<file path="src/rtl/dram_ctl_pkg.sv">
// Shared types for the DRAM strobe controller.
// Assumes: a single sequencer owns the state; the other blocks decode it.
package dram_ctl_pkg;

    // Sequencer states. OPEN holds a row with RAS low between accesses.
    typedef enum logic [2:0] {
        ST_IDLE = 3'd0,
        ST_OPEN = 3'd1,
        ST_PRE  = 3'd2,
        ST_ROW  = 3'd3,
        ST_COL  = 3'd4,
        ST_RFC  = 3'd5,
        ST_RFR  = 3'd6
    } dstate_e;

    // Attributes of the accepted transfer, captured when it is taken.
    typedef struct packed {
        logic write;
        logic word;
        logic a0;
        logic bus16;
        logic dual_we;
    } xfer_t;

endpackage

</file>
<file path="src/rtl/dram_seq.sv">
// Cycle sequencer for row/column accesses and refresh cycles.
// Assumes: requests are single-cycle strobes, taken only in IDLE or OPEN;
// the wait input is already synchronised to clk.
module dram_seq
    import dram_ctl_pkg::*;
#(
    parameter int RFW_W = 2
) (
    input  logic             clk,
    input  logic             rst_n,
    input  logic             dram_en_i,
    input  logic             cfg_ras_down_i,
    input  logic             cfg_rd_long_i,
    input  logic             cfg_wr_long_i,
    input  logic [RFW_W-1:0] cfg_rfsh_wait_i,
    input  logic             req_valid_i,
    input  logic             req_write_i,
    input  logic             rfsh_req_i,
    input  logic             row_hit_i,
    input  logic             wait_n_i,
    output dstate_e          state_o,
    output logic             take_o,
    output logic             done_o
);

    dstate_e          st_q, st_d;
    logic             ph_q;
    logic             long_q;
    logic             pre_rf_q, pre_rf_d;
    logic [RFW_W-1:0] cnt_q;
    logic             done_q;
    logic             col_end;
    logic             rf_end;
    logic             hold_open;

    // Column phase ends after one state, or after the second state once wait is released
    assign col_end   = (st_q == ST_COL) && (!long_q || (ph_q && wait_n_i));
    // Refresh ends when the inserted wait count has run out
    assign rf_end    = (st_q == ST_RFR) && (cnt_q == '0);
    // A row may stay open only while enabled and in RAS-down mode
    assign hold_open = dram_en_i && cfg_ras_down_i;

    // Access acceptance: only from IDLE or OPEN, and refresh takes precedence
    always_comb begin
        take_o = 1'b0;
        if (req_valid_i && !rfsh_req_i && dram_en_i) begin
            if (st_q == ST_IDLE)                       take_o = 1'b1;
            else if (st_q == ST_OPEN && cfg_ras_down_i) take_o = 1'b1;
        end
    end

    // Next-state decode
    always_comb begin
        st_d     = st_q;
        pre_rf_d = pre_rf_q;
        unique case (st_q)
            ST_IDLE: begin
                if (dram_en_i && rfsh_req_i) st_d = ST_RFC;
                else if (take_o)             st_d = ST_ROW;
            end
            ST_OPEN: begin
                if (!hold_open) begin
                    st_d = ST_IDLE;
                end else if (rfsh_req_i) begin
                    st_d     = ST_PRE;
                    pre_rf_d = 1'b1;
                end else if (take_o) begin
                    if (row_hit_i) begin
                        st_d = ST_COL;
                    end else begin
                        st_d     = ST_PRE;
                        pre_rf_d = 1'b0;
                    end
                end
            end
            ST_PRE:  st_d = pre_rf_q ? ST_RFC : ST_ROW;
            ST_ROW:  st_d = ST_COL;
            ST_COL:  if (col_end) st_d = hold_open ? ST_OPEN : ST_IDLE;
            ST_RFC:  st_d = ST_RFR;
            ST_RFR:  if (rf_end) st_d = ST_IDLE;
            default: st_d = ST_IDLE;
        endcase
    end

    // State, phase, counter and pitch registers
    always_ff @(posedge clk) begin
        if (!rst_n) begin
            st_q     <= ST_IDLE;
            ph_q     <= 1'b0;
            long_q   <= 1'b0;
            pre_rf_q <= 1'b0;
            cnt_q    <= '0;
            done_q   <= 1'b0;
        end else begin
            st_q     <= st_d;
            pre_rf_q <= pre_rf_d;
            done_q   <= col_end || rf_end;
            ph_q     <= (st_q == ST_COL);
            if (take_o) long_q <= req_write_i ? cfg_wr_long_i : cfg_rd_long_i;
            if (st_q == ST_RFC)
                cnt_q <= cfg_rd_long_i ? cfg_rfsh_wait_i : '0;
            else if (st_q == ST_RFR && cnt_q != '0)
                cnt_q <= cnt_q - 1'b1;
        end
    end

    assign state_o = st_q;
    assign done_o  = done_q;

    // a short column phase occupies a single state
    p_short_col_r7: assert property (@(posedge clk) disable iff (!rst_n)
        (st_q == ST_COL && !long_q) |=> (st_q != ST_COL));

    // precharge lasts exactly one state before a row or refresh phase
    p_pre_one_state_r8: assert property (@(posedge clk) disable iff (!rst_n)
        (st_q == ST_PRE) |=> (st_q == ST_ROW || st_q == ST_RFC));

    // a disabled idle controller stays idle
    p_disabled_hold_r1: assert property (@(posedge clk) disable iff (!rst_n)
        (st_q == ST_IDLE && !dram_en_i) |=> (st_q == ST_IDLE));

    // an open row closes once RAS-down mode is withdrawn
    p_open_exit_r9: assert property (@(posedge clk) disable iff (!rst_n)
        (st_q == ST_OPEN && !cfg_ras_down_i) |=> (st_q == ST_IDLE));

endmodule

</file>
<file path="src/rtl/dram_addr_path.sv">
// Row/column split and address multiplexer.
// Assumes: the address is captured on the cycle the sequencer takes a
// request; the last accessed row is the open one while the sequencer is in OPEN.
module dram_addr_path
    import dram_ctl_pkg::*;
#(
    parameter int ROW_W = 8,
    parameter int COL_W = 8,
    parameter int MUX_W = (ROW_W > COL_W) ? ROW_W : COL_W
) (
    input  logic                   clk,
    input  logic                   rst_n,
    input  logic                   take_i,
    input  logic [ROW_W+COL_W:0]   req_addr_i,
    input  logic                   req_bus16_i,
    input  dstate_e                state_i,
    output logic                   row_hit_o,
    output logic [MUX_W-1:0]       mux_addr_o
);

    localparam int WA_W = ROW_W + COL_W;

    logic [WA_W-1:0]  req_wa;
    logic [ROW_W-1:0] req_row;
    logic [COL_W-1:0] req_col;
    logic [ROW_W-1:0] cur_row;
    logic [COL_W-1:0] cur_col;

    // Word address: drop the byte bit on a 16-bit space
    assign req_wa  = req_bus16_i ? req_addr_i[WA_W:1] : req_addr_i[WA_W-1:0];
    assign req_row = req_wa[WA_W-1:COL_W];
    assign req_col = req_wa[COL_W-1:0];

    // Capture row and column of the accepted access
    always_ff @(posedge clk) begin
        if (!rst_n) begin
            cur_row <= '0;
            cur_col <= '0;
        end else if (take_i) begin
            cur_row <= req_row;
            cur_col <= req_col;
        end
    end

    // Same-row detection against the row last opened
    assign row_hit_o = (req_row == cur_row);

    // Drive the row during the row state, the column otherwise
    always_comb begin
        mux_addr_o = '0;
        if (state_i == ST_ROW) mux_addr_o[ROW_W-1:0] = cur_row;
        else                   mux_addr_o[COL_W-1:0] = cur_col;
    end

    // the column address does not move inside the column phase
    p_col_stable_r3: assert property (@(posedge clk) disable iff (!rst_n)
        (state_i == ST_COL && $past(state_i) == ST_COL) |-> $stable(mux_addr_o));

endmodule

</file>
<file path="src/rtl/dram_lane_dec.sv">
// Byte-lane and strobe decoder.
// Assumes: transfer attributes are captured when the request is taken;
// strobes are active low and decoded from the sequencer state.
module dram_lane_dec
    import dram_ctl_pkg::*;
(
    input  logic    clk,
    input  logic    rst_n,
    input  logic    take_i,
    input  logic    req_write_i,
    input  logic    req_word_i,
    input  logic    req_a0_i,
    input  logic    req_bus16_i,
    input  logic    cfg_dual_we_i,
    input  dstate_e state_i,
    output logic    ras_n_o,
    output logic    cas_hi_n_o,
    output logic    cas_lo_n_o,
    output logic    we_hi_n_o,
    output logic    we_lo_n_o
);

    xfer_t xq;
    logic  in_col;
    logic  in_rf;
    logic  hi_lane;
    logic  lo_lane;

    // Capture the transfer attributes when the request is taken
    always_ff @(posedge clk) begin
        if (!rst_n) begin
            xq <= '0;
        end else if (take_i) begin
            xq.write   <= req_write_i;
            xq.word    <= req_word_i;
            xq.a0      <= req_a0_i;
            xq.bus16   <= req_bus16_i;
            xq.dual_we <= cfg_dual_we_i;
        end
    end

    // Lane selection: upper byte on even address, lower on odd, both for a word
    always_comb begin
        in_col  = (state_i == ST_COL);
        in_rf   = (state_i == ST_RFC) || (state_i == ST_RFR);
        hi_lane = xq.bus16 && (xq.word || !xq.a0);
        lo_lane = !xq.bus16 || xq.word || xq.a0;
    end

    // Strobe decode per select mode
    always_comb begin
        ras_n_o    = !(state_i inside {ST_OPEN, ST_ROW, ST_COL, ST_RFR});
        cas_hi_n_o = !((in_col && xq.bus16 && !xq.dual_we && hi_lane) || in_rf);
        cas_lo_n_o = !((in_col && (!xq.bus16 || xq.dual_we || lo_lane)) || in_rf);
        we_hi_n_o  = !(in_col && xq.write && xq.bus16 && xq.dual_we && hi_lane);
        we_lo_n_o  = !(in_col && xq.write && (!xq.bus16 || !xq.dual_we || lo_lane));
    end

    // a narrow space never drives the upper-lane strobes
    p_narrow_lane_r6: assert property (@(posedge clk) disable iff (!rst_n)
        (state_i == ST_COL && !xq.bus16) |-> (cas_hi_n_o && we_hi_n_o));

    // a read never asserts a write strobe
    p_read_no_we_r5: assert property (@(posedge clk) disable iff (!rst_n)
        (state_i == ST_COL && !xq.write) |-> (we_hi_n_o && we_lo_n_o));

endmodule

</file>
<file path="src/rtl/dram_strobe_ctrl.sv">
// Top level of the DRAM strobe and refresh controller.
// Assumes: one DRAM area; requests are single-cycle strobes issued only
// while the controller is idle or holding a row open; synchronous reset.
module dram_strobe_ctrl
    import dram_ctl_pkg::*;
#(
    parameter  int ROW_W  = 8,
    parameter  int COL_W  = 8,
    parameter  int RFW_W  = 2,
    localparam int ADDR_W = ROW_W + COL_W + 1,
    localparam int MUX_W  = (ROW_W > COL_W) ? ROW_W : COL_W
) (
    input  logic              clk,
    input  logic              rst_n,
    input  logic              dram_en,
    input  logic              cfg_dual_we,
    input  logic              cfg_ras_down,
    input  logic              cfg_rd_long,
    input  logic              cfg_wr_long,
    input  logic [RFW_W-1:0]  cfg_rfsh_wait,
    input  logic              req_valid,
    input  logic              req_write,
    input  logic              req_word,
    input  logic              req_bus16,
    input  logic [ADDR_W-1:0] req_addr,
    input  logic              rfsh_req,
    input  logic              wait_n,
    output logic              ras_n,
    output logic              cas_hi_n,
    output logic              cas_lo_n,
    output logic              we_hi_n,
    output logic              we_lo_n,
    output logic [MUX_W-1:0]  mux_addr,
    output logic              done
);

    dstate_e state;
    logic    take;
    logic    row_hit;

    dram_seq #(.RFW_W(RFW_W)) u_seq (
        .clk            (clk),
        .rst_n          (rst_n),
        .dram_en_i      (dram_en),
        .cfg_ras_down_i (cfg_ras_down),
        .cfg_rd_long_i  (cfg_rd_long),
        .cfg_wr_long_i  (cfg_wr_long),
        .cfg_rfsh_wait_i(cfg_rfsh_wait),
        .req_valid_i    (req_valid),
        .req_write_i    (req_write),
        .rfsh_req_i     (rfsh_req),
        .row_hit_i      (row_hit),
        .wait_n_i       (wait_n),
        .state_o        (state),
        .take_o         (take),
        .done_o         (done)
    );

    dram_addr_path #(.ROW_W(ROW_W), .COL_W(COL_W), .MUX_W(MUX_W)) u_addr (
        .clk        (clk),
        .rst_n      (rst_n),
        .take_i     (take),
        .req_addr_i (req_addr),
        .req_bus16_i(req_bus16),
        .state_i    (state),
        .row_hit_o  (row_hit),
        .mux_addr_o (mux_addr)
    );

    dram_lane_dec u_lane (
        .clk          (clk),
        .rst_n        (rst_n),
        .take_i       (take),
        .req_write_i  (req_write),
        .req_word_i   (req_word),
        .req_a0_i     (req_addr[0]),
        .req_bus16_i  (req_bus16),
        .cfg_dual_we_i(cfg_dual_we),
        .state_i      (state),
        .ras_n_o      (ras_n),
        .cas_hi_n_o   (cas_hi_n),
        .cas_lo_n_o   (cas_lo_n),
        .we_hi_n_o    (we_hi_n),
        .we_lo_n_o    (we_lo_n)
    );

    // whenever RAS falls with CAS low, CAS already fell one state earlier
    p_cbr_order_r10: assert property (@(posedge clk) disable iff (!rst_n)
        ($fell(ras_n) && !cas_lo_n) |-> $past(!cas_lo_n));

    // the completion flag is a single-cycle pulse
    p_done_single_r2: assert property (@(posedge clk) disable iff (!rst_n)
        done |=> !done);

endmodule

</file>
<file path="config.mk">
export PLATFORM = sky130hd
export DESIGN_NAME = dram_strobe_ctrl
export DESIGN_NICKNAME = d
export VERILOG_FILES = /design/src/rtl/dram_ctl_pkg.sv /design/src/rtl/dram_seq.sv /design/src/rtl/dram_addr_path.sv /design/src/rtl/dram_lane_dec.sv /design/src/rtl/dram_strobe_ctrl.sv
export SDC_FILE = /design/constraint.sdc
export NUM_CORES = 1
export LEC_CHECK = 0
export ABC_CLOCK_PERIOD_IN_PS = 2100
export BUFFER_PORTS_ARGS = -buffer_cell sky130_fd_sc_hd__buf_2
export CORE_ASPECT_RATIO = 0.7
export CORE_MARGIN = 4
export CORE_UTILIZATION = 27
export CTS_CLUSTER_SIZE = 12
export DETAILED_ROUTE_END_ITERATION = 10
export SLEW_MARGIN = 20
export SYNTH_ARGS = -nofsm -noshare
export SYNTH_HDL_FRONTEND = slang
export SYNTH_SLANG_ARGS = --single-unit
</file>
<file path="constraint.sdc">
create_clock -name clk -period 2.1 [get_ports clk]
set_clock_uncertainty 0.05 [all_clocks]
set_input_delay 0.21 -clock clk [delete_from_list [all_inputs] [get_ports clk]]
set_output_delay 0.21 -clock clk [all_outputs]
set_load 0.03 [all_outputs]
</file>
==> results.md <==
- Met3 routed WL: 318 um
- Mean post-synth cell area: 9.14 um^2
- DRC Markers: 0
- Cell area after placement: 0.00213 mm^2
- Later-pin clock latency in the skew report: 0.28 ns
- Commonest non-fill, non-tap cell in the layout: buf_2
- Leakage: 1.10 nW
- Share of cells above drive strength 1: 25.7%
- Unrepaired setup endpoints after global routing: false
- Period utilisation layout: 90.2%
- First-pass DRT Iterations: 5
- Seq cells post-synth: 30
- CTS Hold Buffers Added: 0
- CTS tree: done
- Setup TNS: 0 ns
- Die Y: 76.5 um
- Met2 Routed Length: 1.79 mm
- Post-CTS Setup Bufs: 0
- Status: completed
- Crit path required time: 1.84 ns
- Gr usage total: 11.6%
- Die area: 0.00810 mm^2
- Vias in the first global route: 1520
- CP cell instances: or2_4 -> mux2_1 -> buf_2
- Critical path's slowest cell: dfxtp_1
- Most common flop cell mapped by yosys: dfxtp_1
- Num CTS Buffers: 5
- GR Overflow Total: 0
- H-tree Lvls: 2
- Netlist Area Pre-Place: 0.00181 mm^2
- Post-detail-place hpwl: 3.45 mm
- Initial Util: 28.4%
- Finished Layout Cells: 332
- Antenna-violating nets left: 0
- Post-synth EDFFs: 0
- Total Wirelength: 4.52 mm
- Worst setup path start: u_seq.state_o[2]
- Commonest cells after routing, fill and taps aside: buf_2 (45), dfxtp_1 (28), nand2_1 (26), mux2i_1 (21), o211a_1 (17)
- Fmax: 528 MHz
- Min Tclk post-route: 1.89 ns
- CP startpoint kind: register
- Final instance area: 0.00222 mm^2
- Top post-synthesis cells by area: dfxtp_1 (33%), mux2i_1 (12%), o211a_1 (9.4%)
- Area fraction of the dominant cell type after synthesis: 33.2%
- Final RePlAce weighted congestion: 0.792
- Initial DRC count: 105
- Max-Cap Viols: 0
- Min-delay worst type: in2reg
- Worst hold start: cfg_dual_we
- First-pass GRT wire length: 7.46 mm
- Worst Path Arrival: 1.63 ns
- Die width: 106 um
- # diodes: 0
- Top sig layer: met4
- Unique cell type count in the Yosys netlist: 44
- CTS max path bufs: 2
- Worst Tran Pin Value: 0.394 ns
- Number of synthesis warnings: 0
- IR drop worst, VDD: 0.251 mV
- DR WL/cell: 13.6 um
- Site Rows: 24
- Vias: 1568
- Placed insts: 325
- Clock Root Buffer: clkbuf_8
- Final hold violation count: 0
- Slew Limit Headroom: 73.7%
- Async SR Flop Fraction: 0%
- Largest net degree at the start of global routing: 40
- Core region area: 0.00637 mm^2
- Slew Viols, Final: 0
- Synth Instances: 198
- Worst-path clk slew: 0.06 ns
- Final #Nets: 274
- Area Growth Syn to Fin: 22.4%
- Via-to-Cell Ratio: 4.72
- Sequential fraction of the synthesis area: 33.2%
- Setup violators final: 0
- Worst hold slack: 0.139 ns
- Initial antenna violation count: 0
- Clk sinks: 30
- Largest stage delay, worst path: 0.56 ns
- Io pins: 46
- FF-to-FF Start: u_seq.cnt_q[0]
- Total power divided by cell area: 775 mW/mm^2
- Area leader, netlist: dfxtp_1
- Crit end category: primary output
- Setup CP Type: reg2out
- Mapped Nets: 231
- M1 wire length: 2.36 mm
- Final core occ: 34.8%
- Port buffer count: 45
- Crit path max fanout: 12
==> kinds of logic after synthesis <==
group	after synthesis	share of synthesized area, %
mux	30	17.3
flops	30	33.2
compound gates	42	19.4
xor+xnor	13	6.29
fa+ha+maj	1	0.691
buf+inv	20	5.05
simple gates	62	18.0
==> metal layers <==
| metal | vias to the layer above | track usage [%] |
|---|---|---|
| met5 | - | 0 |
| met3 | 5 | 5.08 |
| met2 | 41 | 15.1 |
| li1 | 802 | - |
| met4 | 0 | 3.10 |
| met1 | 720 | 16.9 |
==> synthesized netlist by cell type (2+ instances only) <==
cell,number
inv_1,5
nand2_1,26
clkbuf_1,9
nor2b_1,6
mux2i_1,21
dfxtp_1,30
xor2_1,2
nand4_1,4
buf_2,4
nor2_1,7
a21oi_1,2
o21ai_0,7
mux2_1,8
nand3_1,4
o31a_1,2
nand2b_1,2
o211a_1,17
a21boi_1,3
a2bb2oi_1,2
and3_1,2
xnor2_1,11
nand3b_1,2
==> final timing paths <==
path | endpoint | slack [ns] | depth (start not counted)
hold reg to reg | u_seq.long_q | 0.44 | 1
setup reg to reg | u_seq.state_o[1] | 0.21 | 7
setup / recovery | mux_addr[3] | 0.21 | 3
hold / removal | u_lane.xq[0] | 0.14 | 3
==> power breakdown <==
group	total, mW	internal [mW]	switching, mW
clock network	0.432	0.227	0.204
registers	0.712	0.634	0.0778
logic	0.572	0.258	0.314
==> repair_timing <==
action / CTS / global route
setup endpoints to repair: 6 / 8
endpoints found under the hold margin: 0 / 0
gates resized for setup: 1 / 2
==> final cells by class <==
type	count	area (um^2)
Clock buffer	7	76.3
Fill cell	680	4150
Inverter	5	18.8
Multi-Input combinational cell	148	1120
Sequential cell	30	603
Tap cell	91	114
Timing Repair Buffer	51	283
==> critical path, delay by kind of cell, from the launching register on <==
kind / cells / cell delay (ns)
buf+inv: 1 / 0.18
simple gates: 1 / 0.26
mux: 1 / 0.34
flops: 1 / 0.56
==> registers in the layout (all words and copies together), names as in the netlist <==
name            cells
u_addr.cur_col      8
u_addr.cur_row      8
u_lane.xq           5
u_seq.state_o       3
u_seq.cnt_q         2
u_seq.done_o        1
u_seq.long_q        1
u_seq.ph_q          1
u_seq.pre_rf_q      1
==> stage by stage <==
stage	setup slack (ns)	power, mW
final	0.206	1.72
after global routing	0.101	1.83
after CTS	0.0491	1.73
after detailed placement	0.232	1.29
after global placement	0.306	1.29
after floorplan	0.386	1.12
Power figures use the tool's default switching activity.
